--- config.mk ---
export PLATFORM = sky130hd
export DESIGN_NAME = rx_train_seq
export DESIGN_NICKNAME = d
export VERILOG_FILES = /design/src/rtl/rx_train_pkg.sv /design/src/rtl/rx_phase_timer.sv /design/src/rtl/rx_retry_ctr.sv /design/src/rtl/rx_phase_decode.sv /design/src/rtl/rx_train_seq.sv
export SDC_FILE = /design/constraint.sdc
export NUM_CORES = 1
export LEC_CHECK = 0
export BUFFER_PORTS_ARGS = -buffer_cell sky130_fd_sc_hd__buf_2
export CAP_MARGIN = 0
export CORE_MARGIN = 5
export CORE_UTILIZATION = 38
export DETAILED_ROUTE_END_ITERATION = 12
export PLACE_DENSITY = 0.74
export SLEW_MARGIN = 10
export SYNTH_ARGS = -nofsm -noshare
export SYNTH_HDL_FRONTEND = slang
export SYNTH_SLANG_ARGS = --single-unit
--- constraint.sdc ---
create_clock -name clk -period 4.15 [get_ports clk]
set_clock_uncertainty 0.05 [all_clocks]
set_input_delay 0.415 -clock clk [delete_from_list [all_inputs] [get_ports clk]]
set_output_delay 0.415 -clock clk [all_outputs]
set_load 0.01 [all_outputs]
--- src/rtl/rx_train_pkg.sv ---
// Shared types for the receiver training sequencer.
// Assumes the phase count is fixed at seven training phases plus tracking.
package rx_train_pkg;
    localparam int NPH = 7;

    typedef enum logic [3:0] {
        S_IDLE   = 4'd0,
        S_FREQ   = 4'd1,
        S_PLOCK  = 4'd2,
        S_OFFS   = 4'd3,
        S_CTLE   = 4'd4,
        S_DFE    = 4'd5,
        S_FINE   = 4'd6,
        S_VERIFY = 4'd7,
        S_TRACK  = 4'd8,
        S_FAIL   = 4'd9
    } state_t;

    localparam logic [1:0] CL_IDLE  = 2'b00;
    localparam logic [1:0] CL_TRAIN = 2'b01;
    localparam logic [1:0] CL_TMO   = 2'b10;
    localparam logic [1:0] CL_FAIL  = 2'b11;
endpackage

--- src/rtl/rx_phase_timer.sv ---
// Per-phase watchdog counter. Clears on restart, counts while a phase runs,
// and flags expiry when the count reaches the selected limit.
// Assumes the limit is stable for the duration of a phase.
module rx_phase_timer #(
    parameter int TW = 16
) (
    input  logic          clk,
    input  logic          rst_n,
    input  logic          restart_i,
    input  logic          run_i,
    input  logic [TW-1:0] lim_i,
    output logic          expired_o
);
    logic [TW-1:0] cnt_q;

    // Count cycles spent in the current phase, saturating at the limit.
    always_ff @(posedge clk) begin
        if (!rst_n)                      cnt_q <= '0;
        else if (restart_i)              cnt_q <= '0;
        else if (run_i && cnt_q != lim_i) cnt_q <= cnt_q + 1'b1;
    end

    // Expiry is visible only while a phase is running.
    always_comb expired_o = run_i && (cnt_q == lim_i);
endmodule

--- src/rtl/rx_retry_ctr.sv ---
// Counts verification retries; reports when the allowed number is used up.
// Assumes clear and increment are never requested in the same cycle.
module rx_retry_ctr #(
    parameter int RW = 4
) (
    input  logic          clk,
    input  logic          rst_n,
    input  logic          clear_i,
    input  logic          inc_i,
    input  logic [RW-1:0] lim_i,
    output logic          exhausted_o
);
    logic [RW-1:0] cnt_q;

    // Track retries used since the last sequence start.
    always_ff @(posedge clk) begin
        if (!rst_n)       cnt_q <= '0;
        else if (clear_i) cnt_q <= '0;
        else if (inc_i)   cnt_q <= cnt_q + 1'b1;
    end

    // No retry left once the count has reached the limit.
    always_comb exhausted_o = (cnt_q >= lim_i);
endmodule

--- src/rtl/rx_phase_decode.sv ---
// Decodes the sequencer state into engine enables, mode, link flag and status.
// Assumes the failure code is loaded whenever the failed state is entered.
module rx_phase_decode
    import rx_train_pkg::*;
(
    input  state_t         st_i,
    input  logic [4:0]     fail_code_i,
    output logic [NPH-1:0] en_o,
    output logic           ctle_hold_o,
    output logic           mode_o,
    output logic           link_up_o,
    output logic [4:0]     status_o
);
    // One enable per training phase, from the state encoding.
    for (genvar g = 0; g < NPH; g++) begin : g_en
        always_comb en_o[g] = (st_i == state_t'(4'(g + 1)));
    end

    // Mode, hold and link flags, plus the status code.
    always_comb begin
        ctle_hold_o = (st_i == S_DFE);
        mode_o      = (st_i == S_TRACK);
        link_up_o   = (st_i == S_TRACK);
        case (st_i)
            S_IDLE:  status_o = {CL_IDLE, 3'd0};
            S_TRACK: status_o = {CL_TRAIN, 3'd7};
            S_FAIL:  status_o = fail_code_i;
            default: status_o = {CL_TRAIN, 3'(st_i - 4'd1)};
        endcase
    end
endmodule

--- src/rtl/rx_train_seq.sv ---
// Receiver link training sequencer top. Walks seven training phases in a
// fixed order, then enters tracking. It handles start, retrain and reinit
// requests, per-phase timeouts and verification retries.
// Assumes done/fail inputs are synchronous to clk.
module rx_train_seq
    import rx_train_pkg::*;
#(
    parameter int TW = 16,
    parameter int RW = 4
) (
    input  logic            clk,
    input  logic            rst_n,
    input  logic            start_i,
    input  logic            retrain_i,
    input  logic            reinit_i,
    input  logic [6:0]      done_i,
    input  logic [6:0]      fail_i,
    input  logic [7*TW-1:0] tmo_lim_i,
    input  logic [RW-1:0]   retry_lim_i,
    output logic [6:0]      en_o,
    output logic            ctle_hold_o,
    output logic            mode_o,
    output logic            link_up_o,
    output logic [4:0]      status_o
);
    state_t        st_q, st_d;
    logic [4:0]    code_q, code_d;
    logic          code_ld;
    logic [3:0]    st_m1;
    logic [2:0]    pidx;
    logic [7:0]    done_x, fail_x;
    logic          in_phase;
    logic [TW-1:0] lim_sel;
    logic          expired, exhausted, retry_inc, retry_clr, restart;

    // Phase index and padded report vectors.
    always_comb begin
        st_m1    = st_q - 4'd1;
        pidx     = st_m1[2:0];
        in_phase = (st_q >= S_FREQ) && (st_q <= S_VERIFY);
        done_x   = {1'b0, done_i};
        fail_x   = {1'b0, fail_i};
        lim_sel  = in_phase ? tmo_lim_i[pidx*TW +: TW] : '0;
    end

    // Next-state selection with reinit as the top priority.
    always_comb begin
        st_d      = st_q;
        code_d    = code_q;
        code_ld   = 1'b0;
        retry_inc = 1'b0;
        if (reinit_i) begin
            st_d = S_FREQ;
        end else begin
            case (st_q)
                S_IDLE:         if (start_i)   st_d = S_FREQ;
                S_TRACK, S_FAIL: if (retrain_i) st_d = S_FREQ;
                default: begin
                    if (fail_x[pidx]) begin
                        if (st_q == S_VERIFY && !exhausted) begin
                            st_d      = S_CTLE;
                            retry_inc = 1'b1;
                        end else begin
                            st_d    = S_FAIL;
                            code_d  = {CL_FAIL, pidx};
                            code_ld = 1'b1;
                        end
                    end else if (done_x[pidx]) begin
                        st_d = (st_q == S_VERIFY) ? S_TRACK : state_t'(st_q + 4'd1);
                    end else if (expired) begin
                        st_d    = S_FAIL;
                        code_d  = {CL_TMO, pidx};
                        code_ld = 1'b1;
                    end
                end
            endcase
        end
        restart   = (st_d != st_q) || reinit_i;
        retry_clr = (st_d == S_FREQ);
    end

    // State and failure-code registers.
    always_ff @(posedge clk) begin
        if (!rst_n) begin
            st_q   <= S_IDLE;
            code_q <= '0;
        end else begin
            st_q <= st_d;
            if (code_ld) code_q <= code_d;
        end
    end

    rx_phase_timer #(.TW(TW)) u_timer (
        .clk       (clk),
        .rst_n     (rst_n),
        .restart_i (restart),
        .run_i     (in_phase),
        .lim_i     (lim_sel),
        .expired_o (expired)
    );

    rx_retry_ctr #(.RW(RW)) u_retry (
        .clk         (clk),
        .rst_n       (rst_n),
        .clear_i     (retry_clr),
        .inc_i       (retry_inc),
        .lim_i       (retry_lim_i),
        .exhausted_o (exhausted)
    );

    rx_phase_decode u_dec (
        .st_i        (st_q),
        .fail_code_i (code_q),
        .en_o        (en_o),
        .ctle_hold_o (ctle_hold_o),
        .mode_o      (mode_o),
        .link_up_o   (link_up_o),
        .status_o    (status_o)
    );
endmodule

* Word level (Yosys, flattened, before mapping)
Index checks and enable logic that the tools add are counted.
** Word-level totals
- Bits in read-only memories :: 0
- Memories :: 0
- Output and inout port bits :: 15
- Flip-flop bits (word level) :: 29
- Word-level logic and storage cells :: 73
- Latch bits :: 0
- RAM bits :: 0
** Operators by class
- Add/sub/neg operators :: 4
- Bitwise operators :: 3
- Order comparisons :: 4
- Divide/modulo/power cells :: 0
- Multipliers :: 0
- Muxes and demuxes :: 29
- Equal/unequal tests :: 15
- Shift operators :: 1
- Reduce and logical (&&, ||, !) cells :: 13
** Operator list (number)
- indexed part select 112 x 8 -> 16 bit :: 1
- 2-to-1 mux 4 bit :: 8
- 2-to-1 mux 5 bit :: 4
- adder 16 x 1 -> 16 bit, second input constant :: 1
- == test 16 bit :: 1
- == test 4 x 3 -> 1 bit, second input constant :: 4
- 2-to-1 mux 16 bit :: 1
- != test 16 bit :: 1
- case mux 5 bit (3 select lines) :: 1
- 2-to-1 mux 1 bit :: 12
- adder 4 x 1 -> 4 bit, second input constant :: 2
- == test 4 x 1 -> 1 bit, second input constant :: 2
- == test 4 x 2 -> 1 bit, second input constant :: 2
- == test 4 bit, second input constant :: 2
- case mux 4 bit (2 select lines) :: 1
- binary-select mux 1 bit (select 3 bit) :: 2
- AND reduction 6 bit :: 1
- OR reduction 2 bit :: 3
- >= comparator 4 x 1 -> 1 bit, second input constant :: 1
- >= comparator 4 bit :: 1
- <= comparator 4 x 3 -> 1 bit, second input constant :: 1
- logical AND 1 bit :: 4
- logical NOT 4 bit :: 1
- less-than comparator 3 x 4 -> 1 bit, second input constant :: 1
- 8 further kinds :: 11

* Longest topological paths before layout
- Depth after elaboration :: 13
- Depth in mapped cells :: 19
- Mapped depth without buffers :: 11

* Modules after synthesis
Synthesis repeated with hierarchy kept, for this count alone.
** Second synthesis, totals
- Cell total of the unflattened synthesis :: 446
- Area, all modules :: 3532.1 sq um
** By module, submodules not included
- rx_train_seq :: area each 2003.2 sq um, cells each 263, times used 1, sequential area each 180.2 sq um
- rx_phase_timer :: area each 994.7 sq um, cells each 117, times used 1, sequential area each 320.3 sq um
- rx_phase_decode :: area each 274.0 sq um, cells each 37, times used 1, sequential area each 0.0 sq um
- rx_retry_ctr :: area each 260.2 sq um, cells each 29, times used 1, sequential area each 80.1 sq um

* Worst setup path after synthesis
OpenSTA, ideal clock, no wires.
- Path kind :: reg-to-reg
- From :: reg st_q[0]
- To :: reg u_retry.cnt_q[0]
- Data arrival time :: 3582 ps
- Buffers on the path :: 5
- Setup slack :: 394 ps
- Cell stages (with the launch flop) :: 17
- Data required time :: 3975 ps
- Cells stage by stage :: dfxtp_1 buf_6 buf_4 inv_1 clkbuf_1 ha_1 xor2_2 mux4_2 a211o_1 or4_1 o311ai_1 and4_1 buf_4 buf_4 a31oi_1 o21ai_1 a21oi_1
** On the way
- Word-level cells in the longest chain between the ends :: 12
** RTL lines
- start: declaration :: RTL line rx_train_seq.sv:26 : state_t st_q, st_d;
- start signal: assignment :: RTL line rx_train_seq.sv:88 : st_q <= st_d;
- subtractor 3 x 1 -> 3 bit (*) :: RTL line rx_train_seq.sv:38 : st_m1 = st_q - 4'd1;
- via st_m1[0] :: RTL line rx_train_seq.sv:29 : logic [3:0] st_m1;
- indexed part select 112 x 8 -> 16 bit :: RTL line rx_train_seq.sv:43 : lim_sel = in_phase ? tmo_lim_i[pidx*TW +: TW] : '0;
- 2-to-1 mux 16 bit :: RTL line rx_train_seq.sv:43
- == test 16 bit :: RTL line rx_phase_timer.sv:24 : always_comb expired_o = run_i && (cnt_q == lim_i);
- logical AND 1 bit :: RTL line rx_phase_timer.sv:24
- 2-to-1 mux 4 bit :: RTL line rx_train_seq.sv:70 : end else if (expired) begin
- 2-to-1 mux 4 bit :: RTL line rx_train_seq.sv:68 : end else if (done_x[pidx]) begin
- 2-to-1 mux 4 bit :: RTL line rx_train_seq.sv:59 : if (fail_x[pidx]) begin
- case mux 4 bit (2 select lines) :: RTL line rx_train_seq.sv:55 : case (st_q)
- 2-to-1 mux 4 bit :: RTL line rx_train_seq.sv:52 : if (reinit_i) begin
- == test 4 x 1 -> 1 bit :: RTL line rx_train_seq.sv:79 : retry_clr = (st_d == S_FREQ);
- OR reduction 2 bit (no line)
- end signal: assignment :: RTL line rx_retry_ctr.sv:19 : else if (inc_i) cnt_q <= cnt_q + 1'b1;
- end: declaration :: RTL line rx_retry_ctr.sv:13 : logic [RW-1:0] cnt_q;
Mark *: on every way through the listed nets, which the timed path passes. The rest lies on a longest branch. The select of a mux whose other input is x is not followed.
A chain may end at the register's enable or synchronous reset.

* Final worst setup path
- From :: reg st_q[1]
- To :: reg u_timer.cnt_q[12]
** On the way
- Word-level cells in the longest chain between the ends :: 13
** RTL lines
- subtractor 3 x 1 -> 3 bit, or another cell as far along :: RTL line rx_train_seq.sv:38
- indexed part select 112 x 8 -> 16 bit or logical AND 1 bit (tied branches) :: RTL line rx_train_seq.sv:43, rx_train_seq.sv:40
- 2-to-1 mux 16 bit :: RTL line rx_train_seq.sv:43
- == test 16 bit :: RTL line rx_phase_timer.sv:24
- logical AND 1 bit :: RTL line rx_phase_timer.sv:24
- 2-to-1 mux 4 bit :: RTL line rx_train_seq.sv:70
- 2-to-1 mux 4 bit :: RTL line rx_train_seq.sv:68
- 2-to-1 mux 4 bit :: RTL line rx_train_seq.sv:59
- case mux 4 bit (2 select lines) :: RTL line rx_train_seq.sv:55
- 2-to-1 mux 4 bit :: RTL line rx_train_seq.sv:52
- != test 4 bit :: RTL line rx_train_seq.sv:78 : restart = (st_d != st_q) || reinit_i;
- logical OR 1 bit :: RTL line rx_train_seq.sv:78
- OR reduction 2 bit (no line)
- end signal: assignment :: RTL line rx_phase_timer.sv:20 : else if (run_i && cnt_q != lim_i) cnt_q <= cnt_q + 1'b1;
- end: declaration :: RTL line rx_phase_timer.sv:14 : logic [TW-1:0] cnt_q;
Several ways; a longest one is shown, not always the timed one. The select of a mux whose other input is x is not followed.

==> impl_metrics.py <==
metrics = {
    "setup_path": {
        "r2r_end": "u_timer.cnt_q[12]$_SDFFE_PP0P_",
        "cp_max_fo": 22,
        "end_kind": "flip-flop",
        "cp.depth": 12,
        "timing.critical_path.mode_cell": "a211o_1",
        "critical_path_required_ns": 4.28,
        "rrSetupSlack_ns": 0.40,
        "path_class": "flip-flop to flip-flop",
        "slowest_stage": "or4_1",
        "critPathLaunchType": "flip-flop",
        "arrival_ns": 3.88,
        "path_buf_inv": 2,
        "critPathTopFamily": "simple AND/OR/NAND/NOR gates",
        "timing.rr.start": "st_q[1]$_SDFF_PN0_",
        "worstPathCellList": "inv_1 -> ha_1 -> buf_4 -> nor2b_1 -> and3_1 -> a211o_1 -> or4_1 -> o311ai_1 -> and4_1 -> a211o_1 -> nor2_1 -> a31o_1",
        "cp_slowest_stage_delay_ns": 0.51,
        "reg2reg_depth": 12,
    },
    "worst_hold_path": {
        "worstHoldPathCells": 2,
        "hold_path_class": "primary input to flip-flop",
        "min_to": "code_q[4]$_SDFFE_PN0P_",
        "min_from": "rst_n",
    },
    "run_status": {
        "status": "complete, no violations",
    },
    "timing": {
        "tightestPinTransition_ns": 0.660,
        "timing.fmax_mhz": 267,
        "min_period_ns": 3.75,
        "hold_viol": 0,
        "fin_crit_sh_pct": 90.4,
        "final_max_slew_viol_count": 0,
        "finalSetupViolations": 0,
        "rsz0062_at_grt": "false",
        "slew_headroom_pct": 55.9,
        "finalSetupTns_ns": 0,
    },
    "final_layout": {
        "antenna_cells": 0,
        "fillers": 991,
        "multi_input_area_um2": 3040,
        "area_growth_pct": 25.1,
        "final_common_cell": "buf_2",
        "regArea_um2": 582,
        "drive_gt1_share_pct": 36.2,
        "final_cell_mix": "buf_2 (149), nor2_1 (46), nand2_1 (40), mux2i_1 (29), dfxtp_1 (28)",
        "layout.nets": 779,
        "final_core_util_pct": 48.1,
    },
    "job": {
        "maxCapViolCount": 0,
    },
    "yosys": {
        "syn_avg_cell_area_um2": 7.83,
        "ys_warn_count": 0,
        "ys_top_cells_by_area": "dfxtp_1 (15%), mux2i_1 (7.4%), mux4_2 (5.8%)",
        "ys_async_sr_fraction_pct": 0,
        "synth_edf_count": 0,
        "synth_nets": 645,
        "yosysTopAreaCell": "dfxtp_1",
        "synth_ff_type": "dfxtp_1",
        "synth_cell_types": 76,
        "ys_ff_latch": 29,
        "synth_seq_area_share_pct": 14.8,
        "synth_top_area_share_pct": 14.8,
        "synthCells": 500,
        "synth_area_um2": 3910,
    },
    "floorplanning": {
        "fp.dieW_um": 111,
        "die_h_um": 111,
        "core_area_um2": 10200,
        "initial_core_util_pct": 38.4,
        "rows": 37,
        "die_area_um2": 12400,
        "io_pins": 150,
    },
    "route": {
        "vias": 4570,
        "drtAntennaViolNets": 0,
        "dr.pass1.iters": 5,
        "drc": 0,
        "drt_wl_total_um": 13600,
        "drt-initial-drc-count": 432,
        "avgRoutedWirePerCell_um": 17.6,
        "vias_per_cell": 5.93,
    },
    "grt": {
        "grt_pass1_vias": 4382,
        "antenna_found_initial": 0,
        "grt_use_total_pct": 21.0,
        "grt_overflow_total": 0,
        "grt_start_max_net_pins": 63,
        "grt_first_pass_wirelength_um": 22000,
    },
    "power_and_ir_drop": {
        "power.density_nw_per_um2": 516,
        "ir_drop_uv": 317,
        "p_leak_uw": 0.00205,
    },
    "clock_tree": {
        "cts_tree": "built",
        "postCtsSetupBuffers": 0,
        "clk_path_buf_depth": 2,
        "clkLatencyLatePin_ns": 0.28,
        "cts_max_level": 2,
        "cts_sinks": 29,
        "cts_hold_buf": 0,
        "ctsResizeCount": 0,
        "clk_pin_slew_ns": 0.07,
        "root_buffer": "clkbuf_8",
        "cts_made_buffers": 5,
    },
    "placement": {
        "gp_congestion": 0.945,
        "io_buffers": 149,
        "hpwl_um": 10800,
    },
}
[final cells by class]
| type | instances | area share [%] |
|---|---|---|
| timing repair buffer | 173 | 19.4 |
| sequential | 29 | 11.9 |
| multi-input combinational | 406 | 62.0 |
| inverter | 19 | 1.46 |
| clock inverter | 3 | 0.358 |
| clock buffer | 5 | 1.41 |
| tap | 136 | 3.48 |
[cell usage after synthesis (5+ instances only)]
cell type and count:
and3_1 9, nor2_1 46, o21ai_0 12, inv_1 18, a211o_1 5, clkbuf_1 20
nand4_1 9, nand3b_1 7, nor3_1 22, a21oi_1 25, nand2b_1 6, nand2_1 40
and2_1 9, o32ai_1 5, ha_1 10, buf_4 7, mux2i_1 29, buf_2 11
nand3_1 14, xnor2_1 18, mux2_2 12, dfxtp_1 29, mux4_2 10, a211oi_1 22
or2_2 6, buf_6 5
[power by group]
group          leakage (uW)  switching, uW  internal, uW
logic               0.00178           1160           803
registers          0.000235           28.6           303
clock network     0.0000439            116           115
[worst max-delay path by stage]
stage	startpoint	to	slack (ns)
after floorplan	st_q[0]$_SDFF_PN0_	u_retry.cnt_q[0]$_SDFFE_PP0P_	0.39
after global placement	st_q[0]$_SDFF_PN0_	u_timer.cnt_q[12]$_SDFFE_PP0P_	0.40
after detailed placement	st_q[1]$_SDFF_PN0_	code_q[3]$_SDFFE_PN0P_	0.34
after CTS	st_q[1]$_SDFF_PN0_	code_q[3]$_SDFFE_PN0P_	0.32
after global routing	st_q[1]$_SDFF_PN0_	u_timer.cnt_q[12]$_SDFFE_PP0P_	0.05
final	st_q[1]$_SDFF_PN0_	u_timer.cnt_q[12]$_SDFFE_PP0P_	0.40
[flip-flops by register name, indices dropped and copies added (netlist names)]
| signal | count |
|---|---|
| u_timer.cnt_q | 16 |
| u_retry.cnt_q | 4 |
| code_q | 5 |
| st_q | 4 |
[logic make-up after synthesis]
family | count (synthesis) | synth area share, %
AOI/OAI and AO/OA | 133 | 27.1
xor gates and xnor gates | 21 | 4.89
adders and majority gates | 10 | 3.20
buffers and inverters | 65 | 8.22
DFF | 29 | 14.8
muxes | 51 | 16.6
and+or+nand+nor | 191 | 25.1
[routing by layer]
layer  wire (um)  vias up  track usage (%)
li1            -     2164                -
met1        5770     2120             27.7
met2        6360      258             34.7
met3        1230       28             4.62
met4         221        0             5.52
met5           0        -                0
[per-stage QoR]
step / worst slack, ns / hold slack [ns] / power [uW] / std cells / instance area (um2)
after floorplan: 0.394 / 0.387 / 1770 / 500 / 3910
after global placement: 0.397 / 0.405 / 2250 / 763 / 4800
after detailed placement: 0.337 / 0.411 / 2260 / 763 / 4800
after CTS: 0.316 / 0.410 / 2500 / 771 / 4890
after global routing: 0.0488 / 0.424 / 2720 / 771 / 4900
final: 0.400 / 0.417 / 2530 / 771 / 4900
Power figures use the tool's default switching activity.
